<file path="config.mk">
export PLATFORM = sky130hd
export DESIGN_NAME = psd_top
export DESIGN_NICKNAME = d
export VERILOG_FILES = /design/src/rtl/psd_pkg.sv /design/src/rtl/psd_cfg_stage.sv /design/src/rtl/psd_prescaler.sv /design/src/rtl/psd_swallow.sv /design/src/rtl/psd_top.sv
export SDC_FILE = /design/constraint.sdc
export NUM_CORES = 1
export LEC_CHECK = 0
export BUFFER_PORTS_ARGS = -buffer_cell sky130_fd_sc_hd__buf_2
export CAP_MARGIN = 20
export CORE_MARGIN = 1
export CORE_UTILIZATION = 60
export CTS_CLUSTER_DIAMETER = 80
export CTS_CLUSTER_SIZE = 30
export DETAILED_ROUTE_END_ITERATION = 10
export MAX_ROUTING_LAYER = met4
export PLACE_DENSITY = 0.79
export SETUP_SLACK_MARGIN = 0.1
export SYNTH_ARGS = -nofsm -noshare
export SYNTH_HDL_FRONTEND = slang
export SYNTH_SLANG_ARGS = --single-unit
</file>
<file path="constraint.sdc">
create_clock -name clk -period 4 [get_ports clk]
set_input_delay 0.8 -clock clk [delete_from_list [all_inputs] [get_ports clk]]
set_output_delay 0.8 -clock clk [all_outputs]
set_load 0.005 [all_outputs]
</file>
<file path="src/rtl/psd_pkg.sv">
package psd_pkg;

  localparam int unsigned PSD_A_W   = 7;
  localparam int unsigned PSD_N_W   = 11;
  localparam int unsigned PSD_N_MIN = 3;

  typedef enum logic {
    FAM_LOW  = 1'b0,
    FAM_HIGH = 1'b1
  } psd_family_e;

  typedef struct packed {
    logic               sel;
    logic [PSD_A_W-1:0] a;
    logic [PSD_N_W-1:0] n;
  } psd_cfg_t;

  // Smallest lower modulus of a family
  function automatic int unsigned fam_base(psd_family_e f);
    return (f == FAM_LOW) ? 32 : 64;
  endfunction

  // Lower modulus P for a family and select bit
  function automatic int unsigned low_mod(psd_family_e f, logic sel);
    return sel ? fam_base(f) : 2 * fam_base(f);
  endfunction

  function automatic logic cfg_legal(psd_cfg_t c);
    return (c.n >= PSD_N_W'(PSD_N_MIN)) && (PSD_N_W'(c.a) < c.n);
  endfunction

endpackage

</file>
<file path="src/rtl/psd_cfg_stage.sv">
module psd_cfg_stage
  import psd_pkg::*;
#(
  parameter psd_cfg_t RST_CFG = '0
) (
  input  logic     clk,
  input  logic     rst_n,
  input  logic     ld,
  input  psd_cfg_t ld_cfg,
  input  logic     bnd,
  output psd_cfg_t act,
  output psd_cfg_t nxt,
  output logic     err
);

  psd_cfg_t pend;
  logic     pend_v;
  logic     ld_ok;

  assign ld_ok = cfg_legal(ld_cfg);
  // Setting that the coming boundary installs
  assign nxt   = pend_v ? pend : act;

  always_ff @(posedge clk or negedge rst_n) begin
    if (!rst_n) begin
      act    <= RST_CFG;
      pend   <= RST_CFG;
      pend_v <= 1'b0;
      err    <= 1'b0;
    end else begin
      err <= ld & ~ld_ok;
      if (bnd) act <= nxt;
      if (ld && ld_ok) begin
        pend   <= ld_cfg;
        pend_v <= 1'b1;
      end else if (bnd) begin
        pend_v <= 1'b0;
      end
    end
  end

endmodule

</file>
<file path="src/rtl/psd_prescaler.sv">
module psd_prescaler
  import psd_pkg::*;
#(
  parameter psd_family_e FAM     = FAM_LOW,
  parameter logic        RST_SEL = 1'b1,
  parameter logic        RST_HI  = 1'b0
) (
  input  logic clk,
  input  logic rst_n,
  input  logic ld_sel,
  input  logic ld_hi,
  output logic tc
);

  localparam int unsigned MAX_MOD = 2 * fam_base(FAM) + 1;
  localparam int unsigned PC_W    = $clog2(MAX_MOD + 1);

  function automatic logic [PC_W-1:0] reload(logic sel, logic hi);
    return PC_W'(low_mod(FAM, sel) + (hi ? 32'd1 : 32'd0) - 32'd1);
  endfunction

  logic [PC_W-1:0] cnt;

  assign tc = (cnt == '0);

  always_ff @(posedge clk or negedge rst_n) begin
    if (!rst_n)  cnt <= reload(RST_SEL, RST_HI);
    else if (tc) cnt <= reload(ld_sel, ld_hi);
    else         cnt <= cnt - 1'b1;
  end

endmodule

</file>
<file path="src/rtl/psd_swallow.sv">
module psd_swallow
  import psd_pkg::*;
#(
  parameter int unsigned RST_A = 1,
  parameter int unsigned RST_N = 4
) (
  input  logic               clk,
  input  logic               rst_n,
  input  logic               tc,
  input  logic [PSD_A_W-1:0] nxt_a,
  input  logic [PSD_N_W-1:0] nxt_n,
  output logic               mc,
  output logic               mc_next,
  output logic               bnd
);

  logic [PSD_A_W-1:0] sw;
  logic [PSD_N_W-1:0] nrem;

  assign bnd     = tc && (nrem == PSD_N_W'(1));
  assign mc      = (sw != '0);
  // Modulus for the prescaler cycle starting after this terminal count
  assign mc_next = bnd ? (nxt_a != '0) : (sw > PSD_A_W'(1));

  always_ff @(posedge clk or negedge rst_n) begin
    if (!rst_n) begin
      sw   <= PSD_A_W'(RST_A);
      nrem <= PSD_N_W'(RST_N);
    end else if (tc) begin
      if (bnd) begin
        sw   <= nxt_a;
        nrem <= nxt_n;
      end else begin
        if (sw != '0) sw <= sw - 1'b1;
        nrem <= nrem - 1'b1;
      end
    end
  end

endmodule

</file>
<file path="src/rtl/psd_top.sv">
module psd_top
  import psd_pkg::*;
#(
  parameter psd_family_e FAM     = FAM_LOW,
  parameter logic        RST_SEL = 1'b1,
  parameter int unsigned RST_A   = 1,
  parameter int unsigned RST_N   = 4
) (
  input  logic               clk,
  input  logic               rst_n,
  input  logic               cfg_load,
  input  logic               cfg_sel,
  input  logic [PSD_A_W-1:0] cfg_a,
  input  logic [PSD_N_W-1:0] cfg_n,
  output logic               fp,
  output logic               mod_ctl,
  output logic               cfg_err
);

  localparam psd_cfg_t RST_CFG = '{sel: RST_SEL, a: PSD_A_W'(RST_A), n: PSD_N_W'(RST_N)};
  localparam logic     RST_HI  = (RST_A != 0);

  psd_cfg_t           ld_cfg;
  psd_cfg_t           act_cfg;
  psd_cfg_t           nxt_cfg;
  logic               pre_tc;
  logic               bnd;
  logic               mc_q;
  logic               mc_nxt;
  logic               pre_sel;
  logic [PSD_A_W-1:0] act_a;
  logic [PSD_N_W-1:0] act_n;

  assign ld_cfg  = '{sel: cfg_sel, a: cfg_a, n: cfg_n};
  assign pre_sel = bnd ? nxt_cfg.sel : act_cfg.sel;
  assign act_a   = act_cfg.a;
  assign act_n   = act_cfg.n;
  assign mod_ctl = mc_q;

  psd_cfg_stage #(.RST_CFG(RST_CFG)) u_cfg (
    .clk    (clk),
    .rst_n  (rst_n),
    .ld     (cfg_load),
    .ld_cfg (ld_cfg),
    .bnd    (bnd),
    .act    (act_cfg),
    .nxt    (nxt_cfg),
    .err    (cfg_err)
  );

  psd_prescaler #(.FAM(FAM), .RST_SEL(RST_SEL), .RST_HI(RST_HI)) u_pre (
    .clk    (clk),
    .rst_n  (rst_n),
    .ld_sel (pre_sel),
    .ld_hi  (mc_nxt),
    .tc     (pre_tc)
  );

  psd_swallow #(.RST_A(RST_A), .RST_N(RST_N)) u_swl (
    .clk     (clk),
    .rst_n   (rst_n),
    .tc      (pre_tc),
    .nxt_a   (nxt_cfg.a),
    .nxt_n   (nxt_cfg.n),
    .mc      (mc_q),
    .mc_next (mc_nxt),
    .bnd     (bnd)
  );

  always_ff @(posedge clk or negedge rst_n) begin
    if (!rst_n) fp <= 1'b0;
    else        fp <= bnd;
  end

endmodule

</file>
== Word-level counts from Yosys, hierarchy flattened ==
Index checks and enable logic that the tools add are counted.
Widths: inputs -> output; s select.
Word-level totals
  output and inout port bits: 3
  memories: 0
  register bits: 66
  bits in latches: 0
  RAM bits: 0
  bits in read-only memories: 0
Cells by class
  muxes and demuxes: 11
  multipliers: 0
  $add $sub $neg: 5
  bitwise gates (word level): 2
  eq/ne operators: 1
  reduce and logical (&&, ||, !) cells: 9
  div/mod/pow operators: 0
  shifts and indexed selects: 0
  order comparisons: 3
Operator list (count)
  $mux 7: 4
  $sub 7x1->7 const B: 3
  $mux 19: 1
  $reduce_bool 7->1: 2
  $eq 11x1->1 const B: 1
  $ge 11x2->1 const B: 1
  $lt 7x11->1: 1
  $mux 11: 1
  $sub 11x1->11 const B: 1
  $add 7x7->7: 1
  $gt 7x1->1 const B: 1
  $logic_not 7->1: 1
  $mux 1: 5
  $reduce_bool 2->1: 2
  $logic_and 1x1->1: 3
  $reduce_and 2->1: 1
  $and 1x1->1: 1
  $not 1->1: 1

== Depth between registers and ports, before layout ==
  depth in word-level cells: 7
  depth in mapped cells: 10
  depth with buffers taken out: 9

== By module ==
From an unflattened synthesis, not the netlist that was laid out.
Second synthesis, totals
  cells, all modules: 412
  area total of the unflattened synthesis: 4201.5 µm²
By module, submodules not included
  psd_cfg_stage: sequential area each 1008.5 µm², times used 1, area each 2512.4 µm², cells each 230
  psd_swallow: sequential area each 452.9 µm², times used 1, area each 1263.7 µm², cells each 142
  psd_prescaler: sequential area each 176.4 µm², times used 1, area each 385.4 µm², cells each 38
  psd_top: sequential area each 25.0 µm², times used 1, area each 40.0 µm², cells each 2

== Worst setup path before layout ==
Ideal clock, no wire load.
  kind: input-to-reg
  from: in cfg_n[5]
  to: reg u_cfg.pend[18] in the netlist's numbering
  required time: 3.889 ns
  setup time: 0.111 ns
  stages on the path: 7
  buffers on the path: 1
  path slack: 1.661 ns
  arrival time: 2.228 ns
  cells stage by stage: inv_1 ha_1 and3_1 o21a_1 nand2b_1 clkbuf_1 o311ai_0
Between the ends
  cells in the longest elaborated chain, start to end: 3
  elaborated cells between the ends (all ways): 4
  those cells by class: 2 x order compare; 2 x reduce/logical
Ends and longest elaborated chain
  start, declared: line psd_top.sv:14  | input logic [PSD_N_W-1:0] cfg_n,
  $ge 11x2->1 / $lt 7x11->1 (equally long branches): line psd_pkg.sv:29  | return (c.n >= PSD_N_W'(PSD_N_MIN)) && (PSD_N_W'(c.a) < c.n);
  $logic_and 1x1->1 (*): line psd_pkg.sv:29
  $logic_and 1x1->1 (*): line psd_cfg_stage.sv:33  | if (ld && ld_ok) begin
  end signal, assigned: line psd_cfg_stage.sv:34  | pend <= ld_cfg;
  end, declared: line psd_cfg_stage.sv:16  | psd_cfg_t pend;
Every way passes the cells marked *; elsewhere a longest branch is shown, timed or not.
A chain may end at the register's enable or synchronous reset.

== Final worst setup path ==
  from: reg u_swl.sw[3]
  to: out mod_ctl
Between the ends
  cells in the longest elaborated chain, start to end: 1
Ends and longest elaborated chain
  start, declared: line psd_swallow.sv:17  | logic [PSD_A_W-1:0] sw;
  start signal, assigned: line psd_swallow.sv:27  | sw <= PSD_A_W'(RST_A);
  start signal, assigned: line psd_swallow.sv:31  | sw <= nxt_a;
  start signal, assigned: line psd_swallow.sv:34  | if (sw != '0) sw <= sw - 1'b1;
  $reduce_bool 7->1: line psd_swallow.sv:21  | assign mc = (sw != '0);
  end, declared: line psd_top.sv:16  | output logic mod_ctl,
Every way passes these cells.

==> impl_metrics.env <==
export IMPL_dp_hpwl_um=6450
export IMPL_cp_slowest_cell="nor4_1"
export IMPL_worst_path_max_fanout=9
export IMPL_synth_edff_count=0
export IMPL_setup_violations_final=0
export IMPL_wirelength_um=9590
export IMPL_start_util_pct=62.8
export IMPL_dieArea_mm2=0.00705
export IMPL_critical_path_top_delay_family="simple AND/OR/NAND/NOR gates"
export IMPL_power_switching_uw=417
export IMPL_min_from="u_cfg.act[8]$_DFFE_PN0P_"
export IMPL_finalCritPeriodShare_pct=66.3
export IMPL_cts_sinks=66
export IMPL_drtIter0Drc=370
export IMPL_relSlewSlack_pct=33.2
export IMPL_ys_ff_latch=66
export IMPL_ff2ff_setup_slack_ns=1.35
export IMPL_muxShareOfSynthArea_pct=9.22
export IMPL_synthTopCellsByArea="dfrtp_1 35%, dfstp_2 5.9%, mux2_2 4.7%, mux2i_1 4.5%, ha_1 4.0%"
export IMPL_p_leak_nw=1.90
export IMPL_cts_tree="done"
export IMPL_synth_xor_area_share_pct=0.652
export IMPL_setup_worst_path_class="flip-flop to output port"
export IMPL_async_reset_ff_share_pct=100
export IMPL_synth_cells=401
export IMPL_synthSimpleGateAreaFrac_pct=13.4
export IMPL_yosysTopAreaCellShare_pct=35.4
export IMPL_worstRegToRegCells=10
export IMPL_r2r_start="u_pre.cnt[0]$_DFF_PN0_"
export IMPL_clk_latency_ns=0.35
export IMPL_worst_slack_ns=1.35
export IMPL_cp_arrival_ns=1.85
export IMPL_ios=25
export IMPL_switching_share_pct=26.2
export IMPL_synth_compound_area_share_pct=27.0
export IMPL_cts_buffers=9
export IMPL_root_buffer="clkbuf_8"
export IMPL_syn_cell_area_mm2=0.00403
export IMPL_die_h_um=84.0
export IMPL_cts_setup_buffers=0
export IMPL_ys_types=56
export IMPL_drt_antenna_violating_nets=0
export IMPL_combPwrFrac_pct=10.0
export IMPL_synth_top_family_by_area="compound AO/OA/AOI/OAI gates"
export IMPL_layout_drive_gt1_share_pct=20.0
export IMPL_vias_per_cell=6.96
export IMPL_fillers=478
export IMPL_irDropWorstVdd_mv=0.214
export IMPL_grt_max_degree=47
export IMPL_cts_path_max_buffers=2
export IMPL_fin_skew_ns=0.00718
export IMPL_die_width_um=84.0
export IMPL_port_buffers=24
export IMPL_core_area_mm2=0.00642
export IMPL_crit_path_end_kind="output port"
export IMPL_crit_required_ns=3.20
export IMPL_cp_cell_sequence="nor4_1 -> and2_1 -> inv_1 -> buf_2"
export IMPL_grt_overflow=0
export IMPL_rows=29
export IMPL_yosys_most_used_dff="dfrtp_1"
export IMPL_p_int_mw=1.18
export IMPL_syn_area_per_cell_um2=10.1
export IMPL_worst_hold_path_num_cells=1
export IMPL_rsz0062_at_grt="false"
export IMPL_cts_repair_resized=0
export IMPL_syn_num_nets=436
export IMPL_violations="DRC"
export IMPL_setup_tns_ns=0
export IMPL_hold_viol_final=0
export IMPL_clk_pin_slew_worst_paths_ns=0.08
export IMPL_firstDrtPassIters=8
export IMPL_outcome="finished, violations left"
export IMPL_wl_per_cell_um=19.1
export IMPL_grt_pass1_wl_um=16200
export IMPL_hp_class="flip-flop to flip-flop"
export IMPL_grt_usage_pct=29.8
export IMPL_ys_seq_area_share_pct=41.2
export IMPL_max_stage_delay_ns=0.43
export IMPL_syn_to_final_growth_pct=10.9
export IMPL_powerDensity_mw_per_mm2=356
export IMPL_drc=2
export IMPL_yosysWarnings=0
export IMPL_hold_path_end="u_cfg.act[8]$_DFFE_PN0P_"
export IMPL_nNetsFinal=454
export IMPL_place_congestion=0.844
export IMPL_synth_area_leader_cell="dfrtp_1"
export IMPL_n_antenna_cell=0
export IMPL_yosys_cell_count_top_type="dfrtp_1"
export IMPL_h_tree_depth=3
export IMPL_fmax_ghz=0.377
export IMPL_via_count=3487
export IMPL_finalCriticalPeriod_ns=2.65
export IMPL_p_clk_share_pct=43.9
export IMPL_start_kind="flip-flop"
export IMPL_r2r_end="u_pre.cnt[5]$_DFF_PN1_"
export IMPL_slew_violations=0
export IMPL_synth_fa_ha_area_share_pct=4.03
export IMPL_place_ws_ns=1.02
export IMPL_synthTopCellsByCount="57 x dfrtp_1, 25 x nand2_1, 22 x clkbuf_1"
export IMPL_antenna_found_initial=0
export IMPL_maxCapViolations=0
export IMPL_first_global_vias=3294
export IMPL_worst_path_buf_inv=2
export IMPL_cts_hold_buf=0
export IMPL_tightest_slew_ns=0.977
export IMPL_power_frac_seq_pct=46.1
==> per-stage QoR <==
stage,power (mW),util (%),std cells,instance area [um2],hold slack [ns]
3_5_place_dp,0.899,65.7,484,4220,0.492
4_1_cts,1.60,69.5,500,4460,0.511
6_report,1.59,69.6,501,4470,0.510
3_3_place_gp,0.891,65.7,484,4220,0.481
5_1_grt,1.65,69.6,501,4470,0.532
2_1_floorplan,0.832,-,401,4030,0.468
==> worst max path at each step <==
stage,startpoint,end,slack [ns],cells after the start
6_report,u_swl.sw[3]$_DFFE_PN0P_,mod_ctl,1.35,4
5_1_grt,u_swl.sw[3]$_DFFE_PN0P_,mod_ctl,1.17,4
2_1_floorplan,cfg_n[5],u_cfg.pend[18]$_DFFE_PN1P_,1.66,7
3_5_place_dp,cfg_n[2],u_cfg.pend[7]$_DFFE_PN0P_,1.02,7
4_1_cts,u_swl.sw[3]$_DFFE_PN0P_,mod_ctl,1.36,4
3_3_place_gp,cfg_n[5],u_cfg.pend[4]$_DFFE_PN0P_,1.11,7
==> cells in the final DEF (no fill, tap or decap), types with 13 or more instances in the layout <==
master / n
a21oi_1: 13
a41oi_1: 15
buf_2: 24
dfrtp_1: 57
ha_1: 13
inv_1: 20
mux2_2: 17
mux2i_1: 18
nand2_1: 25
o211ai_1: 17
o21ai_0: 16
o2bb2ai_1: 15
o311ai_0: 15
==> cell families after synthesis <==
family                     Yosys count
AOI/OAI and AO/OA                  144
xor gates and xnor gates             3
adders and majority gates           13
buffers and inverters               47
DFF                                 66
muxes                               35
and+or+nand+nor                     93
==> routing by layer <==
metal  global-route usage (%)  vias to the layer above  part of all wire (%)
met1                     41.1                     1702                    46
met3                     4.25                       22                   5.9
met2                     44.8                      140                    47
li1                         -                     1623                     -
met5                        -                        -                     0
met4                     11.3                        0                   1.8
==> registers in the layout (all words and copies together) (netlist names) <==
signal	cells
u_cfg.act	19
u_cfg.pend	19
u_swl.nrem	11
u_pre.cnt	7
u_swl.sw	7
fp	1
u_cfg.err	1
u_cfg.pend_v	1
==> final cells by class <==
type,count,area (um2),area share [%]
clock buffer,9,124,2.77
clock inverter,7,124,2.77
inverter,21,78.8,1.76
multi-input combinational,288,2200,49.2
sequential,66,1660,37.2
tap,77,96.3,2.15
timing repair buffer,33,188,4.20
==> worst register-to-register path, cell delays in order, from the launching register on <==
cell and delay [ns]:
dfrtp_1 0.40, inv_1 0.07, ha_1 0.22, or4b_4 0.52, nor3_2 0.12, buf_4 0.24
nand2_1 0.37, a21oi_1 0.26, ha_1 0.24, nand2_1 0.06, o21ai_0 0.07
==> power by group through the flow <==
stage                     logic [mW]  registers [mW]  clock network, mW
final                          0.159           0.734              0.699
after global routing           0.178           0.738              0.738
after CTS                      0.156           0.732              0.708
after detailed placement       0.155           0.745                  0
after global placement         0.149           0.742                  0
after floorplan                0.101           0.731                  0
No activity file was read; power rests on OpenSTA's default activity.
